[src/rtl/ilv_pkg.sv]
package ilv_pkg;

    typedef enum logic [1:0] {
        MOD_QPSK  = 2'd0,
        MOD_QAM16 = 2'd1,
        MOD_QAM64 = 2'd2,
        MOD_ALT   = 2'd3
    } ilv_mod_e;

    typedef enum logic {
        SEQ_IDLE = 1'b0,
        SEQ_RUN  = 1'b1
    } ilv_seq_e;

    localparam int unsigned ILV_COLS = 16;

endpackage

[src/rtl/ilv_offset.sv]
module ilv_offset
    import ilv_pkg::*;
(
    input  ilv_mod_e          mod_i,
    input  logic              col_lsb_i,
    input  logic              row_lsb_i,
    input  logic [1:0]        col_m3_i,
    input  logic [1:0]        row_m3_i,
    output logic signed [2:0] off_o
);

    always_comb begin
        off_o = 3'sd0;
        unique case (mod_i)
            MOD_QAM16: begin
                if (col_lsb_i)
                    off_o = row_lsb_i ? -3'sd1 : 3'sd1;
            end
            MOD_QAM64: begin
                if (col_m3_i == 2'd1)
                    off_o = (row_m3_i == 2'd0) ? 3'sd2 : -3'sd1;
                else if (col_m3_i == 2'd2)
                    off_o = (row_m3_i == 2'd2) ? -3'sd2 : 3'sd1;
            end
            MOD_QPSK, MOD_ALT: off_o = 3'sd0;
        endcase
    end

endmodule

[src/rtl/ilv_seq_ctrl.sv]
module ilv_seq_ctrl
    import ilv_pkg::*;
#(
    parameter int unsigned AW = 12
) (
    input  logic          clk,
    input  logic          rst_n,
    input  logic          start_i,
    input  logic [1:0]    mod_sel_i,
    input  logic [AW-1:0] depth_i,
    input  logic          dir_i,
    output logic          run_o,
    output logic          final_o,
    output logic [3:0]    col_o,
    output logic [AW-5:0] row_o,
    output logic [1:0]    col_m3_o,
    output logic [1:0]    row_m3_o,
    output logic [AW-1:0] stride_o,
    output logic [AW-1:0] nat_o,
    output ilv_mod_e      mod_o,
    output logic          dir_o
);

    localparam int unsigned CW = $clog2(ILV_COLS);
    localparam int unsigned RW = AW - CW;

    ilv_seq_e      state_q, state_nx;
    logic [RW-1:0] rows_q;
    logic          final_w;
    logic          unused_depth_lo;

    assign unused_depth_lo = ^depth_i[CW-1:0];
    assign final_w = (col_o == CW'(ILV_COLS - 1)) && (row_o == rows_q - 1'b1);

    // state register
    always_ff @(posedge clk or negedge rst_n) begin
        if (!rst_n) state_q <= SEQ_IDLE;
        else        state_q <= state_nx;
    end

    // transitions: launch and finish
    always_comb begin
        state_nx = state_q;
        unique case (state_q)
            SEQ_IDLE: if (start_i) state_nx = SEQ_RUN;
            SEQ_RUN:  if (final_w) state_nx = SEQ_IDLE;
        endcase
    end

    // outputs
    always_comb begin
        run_o   = (state_q == SEQ_RUN);
        final_o = (state_q == SEQ_RUN) && final_w;
    end

    // index counters, residues and stride accumulator
    always_ff @(posedge clk or negedge rst_n) begin
        if (!rst_n) begin
            rows_q   <= '0;
            col_o    <= '0;
            row_o    <= '0;
            col_m3_o <= '0;
            row_m3_o <= '0;
            stride_o <= '0;
            nat_o    <= '0;
            mod_o    <= MOD_QPSK;
            dir_o    <= 1'b0;
        end else if (state_q == SEQ_IDLE) begin
            if (start_i) begin
                rows_q   <= depth_i[AW-1:CW];
                mod_o    <= ilv_mod_e'(mod_sel_i);
                dir_o    <= dir_i;
                col_o    <= '0;
                row_o    <= '0;
                col_m3_o <= '0;
                row_m3_o <= '0;
                stride_o <= '0;
                nat_o    <= '0;
            end
        end else begin
            nat_o <= nat_o + 1'b1;
            if (col_o == CW'(ILV_COLS - 1)) begin
                col_o    <= '0;
                col_m3_o <= '0;
                stride_o <= '0;
                row_o    <= row_o + 1'b1;
                row_m3_o <= (row_m3_o == 2'd2) ? 2'd0 : row_m3_o + 2'd1;
            end else begin
                col_o    <= col_o + 1'b1;
                col_m3_o <= (col_m3_o == 2'd2) ? 2'd0 : col_m3_o + 2'd1;
                stride_o <= stride_o + {{CW{1'b0}}, rows_q};
            end
        end
    end

    assert_col_residue_R5: assert property (@(posedge clk) disable iff (!rst_n)
        run_o |-> (col_m3_o == 2'(col_o % 3)));

    assert_row_residue_R6: assert property (@(posedge clk) disable iff (!rst_n)
        run_o |-> (row_m3_o == 2'(row_o % 3)));

    assert_stride_matches_R3: assert property (@(posedge clk) disable iff (!rst_n)
        run_o |-> (stride_o == ({{CW{1'b0}}, rows_q} * {{RW{1'b0}}, col_o})));

    assert_config_held_R9: assert property (@(posedge clk) disable iff (!rst_n)
        (run_o && !final_o) |=> ($stable(mod_o) && $stable(dir_o) && $stable(rows_q)));

endmodule

[src/rtl/ilv_addr_gen.sv]
module ilv_addr_gen
    import ilv_pkg::*;
#(
    parameter int unsigned AW = 12
) (
    input  logic          clk,
    input  logic          rst_n,
    input  logic          start_i,
    input  logic [1:0]    mod_sel_i,
    input  logic [AW-1:0] depth_i,
    input  logic          dir_i,
    output logic [AW-1:0] rd_addr_o,
    output logic [AW-1:0] wr_addr_o,
    output logic          valid_o,
    output logic          last_o
);

    localparam int unsigned CW = $clog2(ILV_COLS);
    localparam int unsigned RW = AW - CW;

    logic              run_w, final_w, dir_w;
    logic [CW-1:0]     col_w;
    logic [RW-1:0]     row_w;
    logic [1:0]        col_m3_w, row_m3_w;
    logic [AW-1:0]     stride_w, nat_w, perm_w;
    logic signed [2:0] off_w;
    ilv_mod_e          mod_w;

    ilv_seq_ctrl #(.AW(AW)) u_ctrl (
        .clk       (clk),
        .rst_n     (rst_n),
        .start_i   (start_i),
        .mod_sel_i (mod_sel_i),
        .depth_i   (depth_i),
        .dir_i     (dir_i),
        .run_o     (run_w),
        .final_o   (final_w),
        .col_o     (col_w),
        .row_o     (row_w),
        .col_m3_o  (col_m3_w),
        .row_m3_o  (row_m3_w),
        .stride_o  (stride_w),
        .nat_o     (nat_w),
        .mod_o     (mod_w),
        .dir_o     (dir_w)
    );

    ilv_offset u_off (
        .mod_i     (mod_w),
        .col_lsb_i (col_w[0]),
        .row_lsb_i (row_w[0]),
        .col_m3_i  (col_m3_w),
        .row_m3_i  (row_m3_w),
        .off_o     (off_w)
    );

    assign perm_w    = stride_w + {{CW{1'b0}}, row_w} + {{(AW-3){off_w[2]}}, off_w};
    assign rd_addr_o = dir_w ? nat_w  : perm_w;
    assign wr_addr_o = dir_w ? perm_w : nat_w;
    assign valid_o   = run_w;
    assign last_o    = final_w;

    assert_last_needs_valid_R8: assert property (@(posedge clk) disable iff (!rst_n)
        last_o |-> valid_o);

    assert_run_ends_after_last_R2: assert property (@(posedge clk) disable iff (!rst_n)
        (valid_o && last_o) |=> !valid_o);

    assert_run_not_broken_R10: assert property (@(posedge clk) disable iff (!rst_n)
        (valid_o && !last_o) |=> valid_o);

    assert_natural_step_R2: assert property (@(posedge clk) disable iff (!rst_n)
        (valid_o && !last_o) |=> (nat_w == $past(nat_w) + 1'b1));

endmodule

[config.mk]
export PLATFORM = sky130hd
export DESIGN_NAME = ilv_addr_gen
export DESIGN_NICKNAME = d
export VERILOG_FILES = /design/src/rtl/ilv_pkg.sv /design/src/rtl/ilv_offset.sv /design/src/rtl/ilv_seq_ctrl.sv /design/src/rtl/ilv_addr_gen.sv
export SDC_FILE = /design/constraint.sdc
export NUM_CORES = 1
export LEC_CHECK = 0
export BUFFER_PORTS_ARGS = -buffer_cell sky130_fd_sc_hd__buf_2
export CELL_PAD_IN_SITES_DETAIL_PLACEMENT = 0
export CELL_PAD_IN_SITES_GLOBAL_PLACEMENT = 1
export CORE_MARGIN = 2
export CORE_UTILIZATION = 45
export DETAILED_ROUTE_END_ITERATION = 8
export PLACE_DENSITY = 0.78
export SYNTH_ARGS = -nofsm -noshare
export SYNTH_HDL_FRONTEND = slang
export SYNTH_SLANG_ARGS = --single-unit
[constraint.sdc]
create_clock -name clk -period 3.9 [get_ports clk]
set_input_delay 0.39 -clock clk [delete_from_list [all_inputs] [get_ports clk]]
set_output_delay 0.39 -clock clk [all_outputs]
set_load 0.005 [all_outputs]
==> run_summary.xml <==
<?xml version="1.0" encoding="UTF-8"?>
<metrics>
  <group name="status">
    <metric name="status" unit="">complete, but fails checks</metric>
    <metric name="violated_checks" unit="">hold timing</metric>
  </group>
  <group name="synthesis">
    <metric name="mappedNetlistArea" unit="mm²">0.00388</metric>
    <metric name="yosys_most_used_dff" unit="">dfrtp_1</metric>
    <metric name="synthesis.area_per_instance" unit="µm²">8.83</metric>
    <metric name="synth-edff-count" unit="">0</metric>
    <metric name="ys.warnings.count" unit="">0</metric>
    <metric name="post_synth_inst_count" unit="">440</metric>
    <metric name="synth_fp_nets" unit="">493</metric>
    <metric name="synth_seq_area_share" unit="">0.335</metric>
    <metric name="asyncSetResetFlopFracSynth" unit="">1.00</metric>
    <metric name="synth-seq-cells" unit="">52</metric>
    <metric name="synth_cell_type_count" unit="">45</metric>
  </group>
  <group name="worst_setup_path">
    <metric name="critical-path-top-cell-by-count" unit="">buf_6</metric>
    <metric name="timing.critical_path.cells" unit="">nand4bb_4 &gt; nand3_2 &gt; a21oi_2 &gt; buf_6 &gt; fa_1 &gt; inv_2 &gt; ha_4 &gt; a211o_1 &gt; or3_4 &gt; a31oi_4 &gt; xnor2_2 &gt; mux2_4 &gt; buf_6</metric>
    <metric name="crit_path_top_delay_cell" unit="">fa_1</metric>
    <metric name="timing.critical_path.required" unit="ns">3.51</metric>
    <metric name="delay_heaviest_family_cp" unit="">adder cells</metric>
    <metric name="cp_slowest_stage_delay" unit="ns">0.51</metric>
    <metric name="path_buf_inv" unit="">3</metric>
    <metric name="timing.critical_path.to_type" unit="">output port</metric>
    <metric name="worst-setup-path-type" unit="">flop to output port</metric>
    <metric name="cp.arrival" unit="ns">3.37</metric>
    <metric name="path_max_fanout" unit="">7</metric>
    <metric name="cp-start-kind" unit="">flop</metric>
  </group>
  <group name="drt">
    <metric name="routed_wl" unit="µm">8820</metric>
    <metric name="firstDrtPassIters" unit="">4</metric>
    <metric name="drt_first_iter_violations" unit="">95</metric>
    <metric name="detail_route.wl_per_cell" unit="µm">14.9</metric>
    <metric name="route.detailed.vias_per_inst" unit="">5.35</metric>
    <metric name="route.antenna.remaining_nets" unit="">0</metric>
    <metric name="drc_violation_count_after_routing" unit="">0</metric>
    <metric name="num_vias" unit="">3159</metric>
  </group>
  <group name="clock_tree">
    <metric name="clk_path_buf_depth" unit="">2</metric>
    <metric name="clock_sink_count" unit="">52</metric>
    <metric name="cts.root.buffer_cell" unit="">clkbuf_8</metric>
    <metric name="tritoncts.num_buffers" unit="">5</metric>
    <metric name="cts_max_level" unit="">2</metric>
    <metric name="latest_clock_arrival_within_the_worst_skew_pair" unit="ns">0.31</metric>
    <metric name="clk_transition_reported_paths" unit="ns">0.10</metric>
    <metric name="tritoncts" unit="">done</metric>
  </group>
  <group name="global_route">
    <metric name="grt_remaining_overflow" unit="">0</metric>
    <metric name="grt_start_max_net_pins" unit="">35</metric>
    <metric name="track_usage" unit="">0.197</metric>
    <metric name="number_of_global_route_vias_before_repair" unit="">3104</metric>
    <metric name="grt_first_pass_wirelength" unit="µm">15100</metric>
    <metric name="antenna_found_initial" unit="">0</metric>
  </group>
  <group name="sta">
    <metric name="worst_slew_margin_rel" unit="">0.178</metric>
    <metric name="worst_slew_pin_slew" unit="ns">1.23</metric>
    <metric name="skew" unit="ns">0.0132</metric>
    <metric name="timing_max_transition_violations_final" unit="">0</metric>
    <metric name="fmax" unit="MHz">266</metric>
    <metric name="final_hold_slack" unit="ns">-0.000315</metric>
    <metric name="setup_violations" unit="">0</metric>
    <metric name="setup_repair_after_global_routing_missed_its_margin" unit="">yes</metric>
    <metric name="timing.final.hold_violations" unit="">1</metric>
    <metric name="final.min_clock_period" unit="ns">3.76</metric>
    <metric name="final.setup.worst_slack" unit="ns">0.139</metric>
    <metric name="finalCritPeriodShare" unit="">0.964</metric>
  </group>
  <group name="finish">
    <metric name="insertedDiodeCount" unit="">0</metric>
    <metric name="fin_cells" unit="">591</metric>
    <metric name="post_route_cells_drive_above_1_share" unit="">0.235</metric>
    <metric name="leading_cell_types_in_the_layout_fill_and_taps_excluded" unit="">nand2_1, dfrtp_1, inv_1</metric>
    <metric name="finalNetCount" unit="">539</metric>
    <metric name="flow.area_growth_from_synthesis" unit="%">17.7</metric>
    <metric name="layout_commonest_cell" unit="">nand2_1</metric>
    <metric name="finish.utilization" unit="">0.551</metric>
    <metric name="finalInstanceArea" unit="mm²">0.00457</metric>
  </group>
  <group name="place">
    <metric name="place_ws" unit="ns">0.0573</metric>
    <metric name="globalplace.congestion" unit="">0.914</metric>
    <metric name="dpl_cell_area" unit="mm²">0.00419</metric>
    <metric name="dp.cells" unit="">574</metric>
    <metric name="post-dp-hpwl" unit="µm">6540</metric>
    <metric name="port-buffer-count" unit="">39</metric>
  </group>
  <group name="run">
    <metric name="maxCapViolations" unit="">0</metric>
  </group>
  <group name="floorplanning">
    <metric name="die_height" unit="µm">96.9</metric>
    <metric name="die_area" unit="mm²">0.00939</metric>
    <metric name="die_width" unit="µm">96.9</metric>
    <metric name="rows" unit="">33</metric>
    <metric name="design.portCount" unit="">44</metric>
    <metric name="core_region_area" unit="mm²">0.00830</metric>
    <metric name="initial_utilization" unit="">0.468</metric>
  </group>
  <group name="power_and_ir_drop">
    <metric name="power.leakage" unit="µW">0.00210</metric>
    <metric name="p_per_area" unit="mW/mm²">1040</metric>
    <metric name="ir_worst_vdd" unit="mV">0.476</metric>
  </group>
  <group name="worst_hold_path">
    <metric name="min_path_type" unit="">input port to async pin</metric>
  </group>
</metrics>
report_power, final:
group / switching, µW / leakage [µW] / total (µW) / internal, µW
Clock: 185 / 0.0000642 / 438 / 253
Combinational: 1580 / 0.00141 / 3280 / 1690
Sequential: 296 / 0.000623 / 1060 / 759
metal layers:
layer / GRT usage / wire length, µm / share of wire
met5: 0 / 0 / 0
met4: 0.0433 / 61 / 0.0069
met3: 0.0296 / 299 / 0.034
met2: 0.334 / 4190 / 0.48
met1: 0.268 / 4270 / 0.48
per-stage QoR:
stage	hold WS [ns]	total power (µW)	TNS (ns)
floorplan	0.0944	3070	0
global placement	0.361	3860	0
detailed placement	0.359	3920	0
CTS	0.0154	4480	0
global route	0.0252	5260	-0.115
finish	-0.000315	4770	0
synthesized netlist by cell type (5+ instances only):
library cell | number | area [µm²]
nand2_1 | 62 | 233
fa_1 | 10 | 200
nand2b_1 | 7 | 43.8
a21oi_1 | 22 | 110
clkbuf_1 | 10 | 37.5
ha_1 | 25 | 313
xor2_1 | 7 | 61.3
inv_1 | 41 | 154
o31ai_1 | 7 | 52.6
mux2i_1 | 5 | 50.1
o21ai_0 | 32 | 160
nand4_1 | 7 | 43.8
nor2_1 | 22 | 82.6
mux2_2 | 22 | 248
xnor2_1 | 34 | 298
nand3_1 | 20 | 100
dfrtp_1 | 52 | 1300
worst register-to-register path, delay by kind of cell (launching register included):
kind / cells / cell delay [ns]
simple gates: 5 / 1.12
flops: 1 / 0.84
xor+xnor: 1 / 0.17
final cells by class:
cell class / instances / area (µm²)
Clock buffer: 5 / 68.8
Multi-Input combinational cell: 332 / 2530
Inverter: 41 / 154
Sequential cell: 52 / 1310
Fill cell: 773 / 3730
Timing Repair Buffer: 54 / 318
Tap cell: 105 / 131
Clock inverter: 2 / 60.1
path summary, 6_finish.rpt:
kind,from,endpoint,slack (ns),depth (start not counted)
min reg2reg,u_ctrl.stride_o[6],u_ctrl.stride_o[6],0.52,2
max reg2reg,u_ctrl.run_o,u_ctrl.row_o[7],1.66,6
min,rst_n,u_ctrl.col_o[0],-0.0003,1
max in group asynchronous,rst_n,u_ctrl.row_m3_o[1],3.09,2
min in group clk,depth_i[6],u_ctrl.rows_q[2],0.26,3
max,u_ctrl.row_m3_o[0],wr_addr_o[10],0.14,13
state kept, by name, summed over array words and instances (netlist names):
register,cells
u_ctrl.dir_o,1
u_ctrl.col_m3_o,2
u_ctrl.stride_o,12
u_ctrl.rows_q,8
u_ctrl.row_o,8
u_ctrl.mod_o,2
u_ctrl.run_o,1
u_ctrl.col_o,4
u_ctrl.row_m3_o,2
u_ctrl.nat_o,12
timing repair:
action | 4_1_cts | 5_1_grt
pin swaps | 2 | 14
hold buffers | 0 | 0
endpoints found under the setup margin | 12 | 12
setup buffers | 5 | 5
gates resized for setup | 8 | 30
gates cloned | 0 | 0
kinds of logic after synthesis:
family / synth area share
muxes: 0.0767
AOI/OAI and AO/OA: 0.129
xor gates and xnor gates: 0.0967
adders and majority gates: 0.132
buffers and inverters: 0.0554
and+or+nand+nor: 0.176
DFF: 0.335
(Power assumes the default switching activity.)
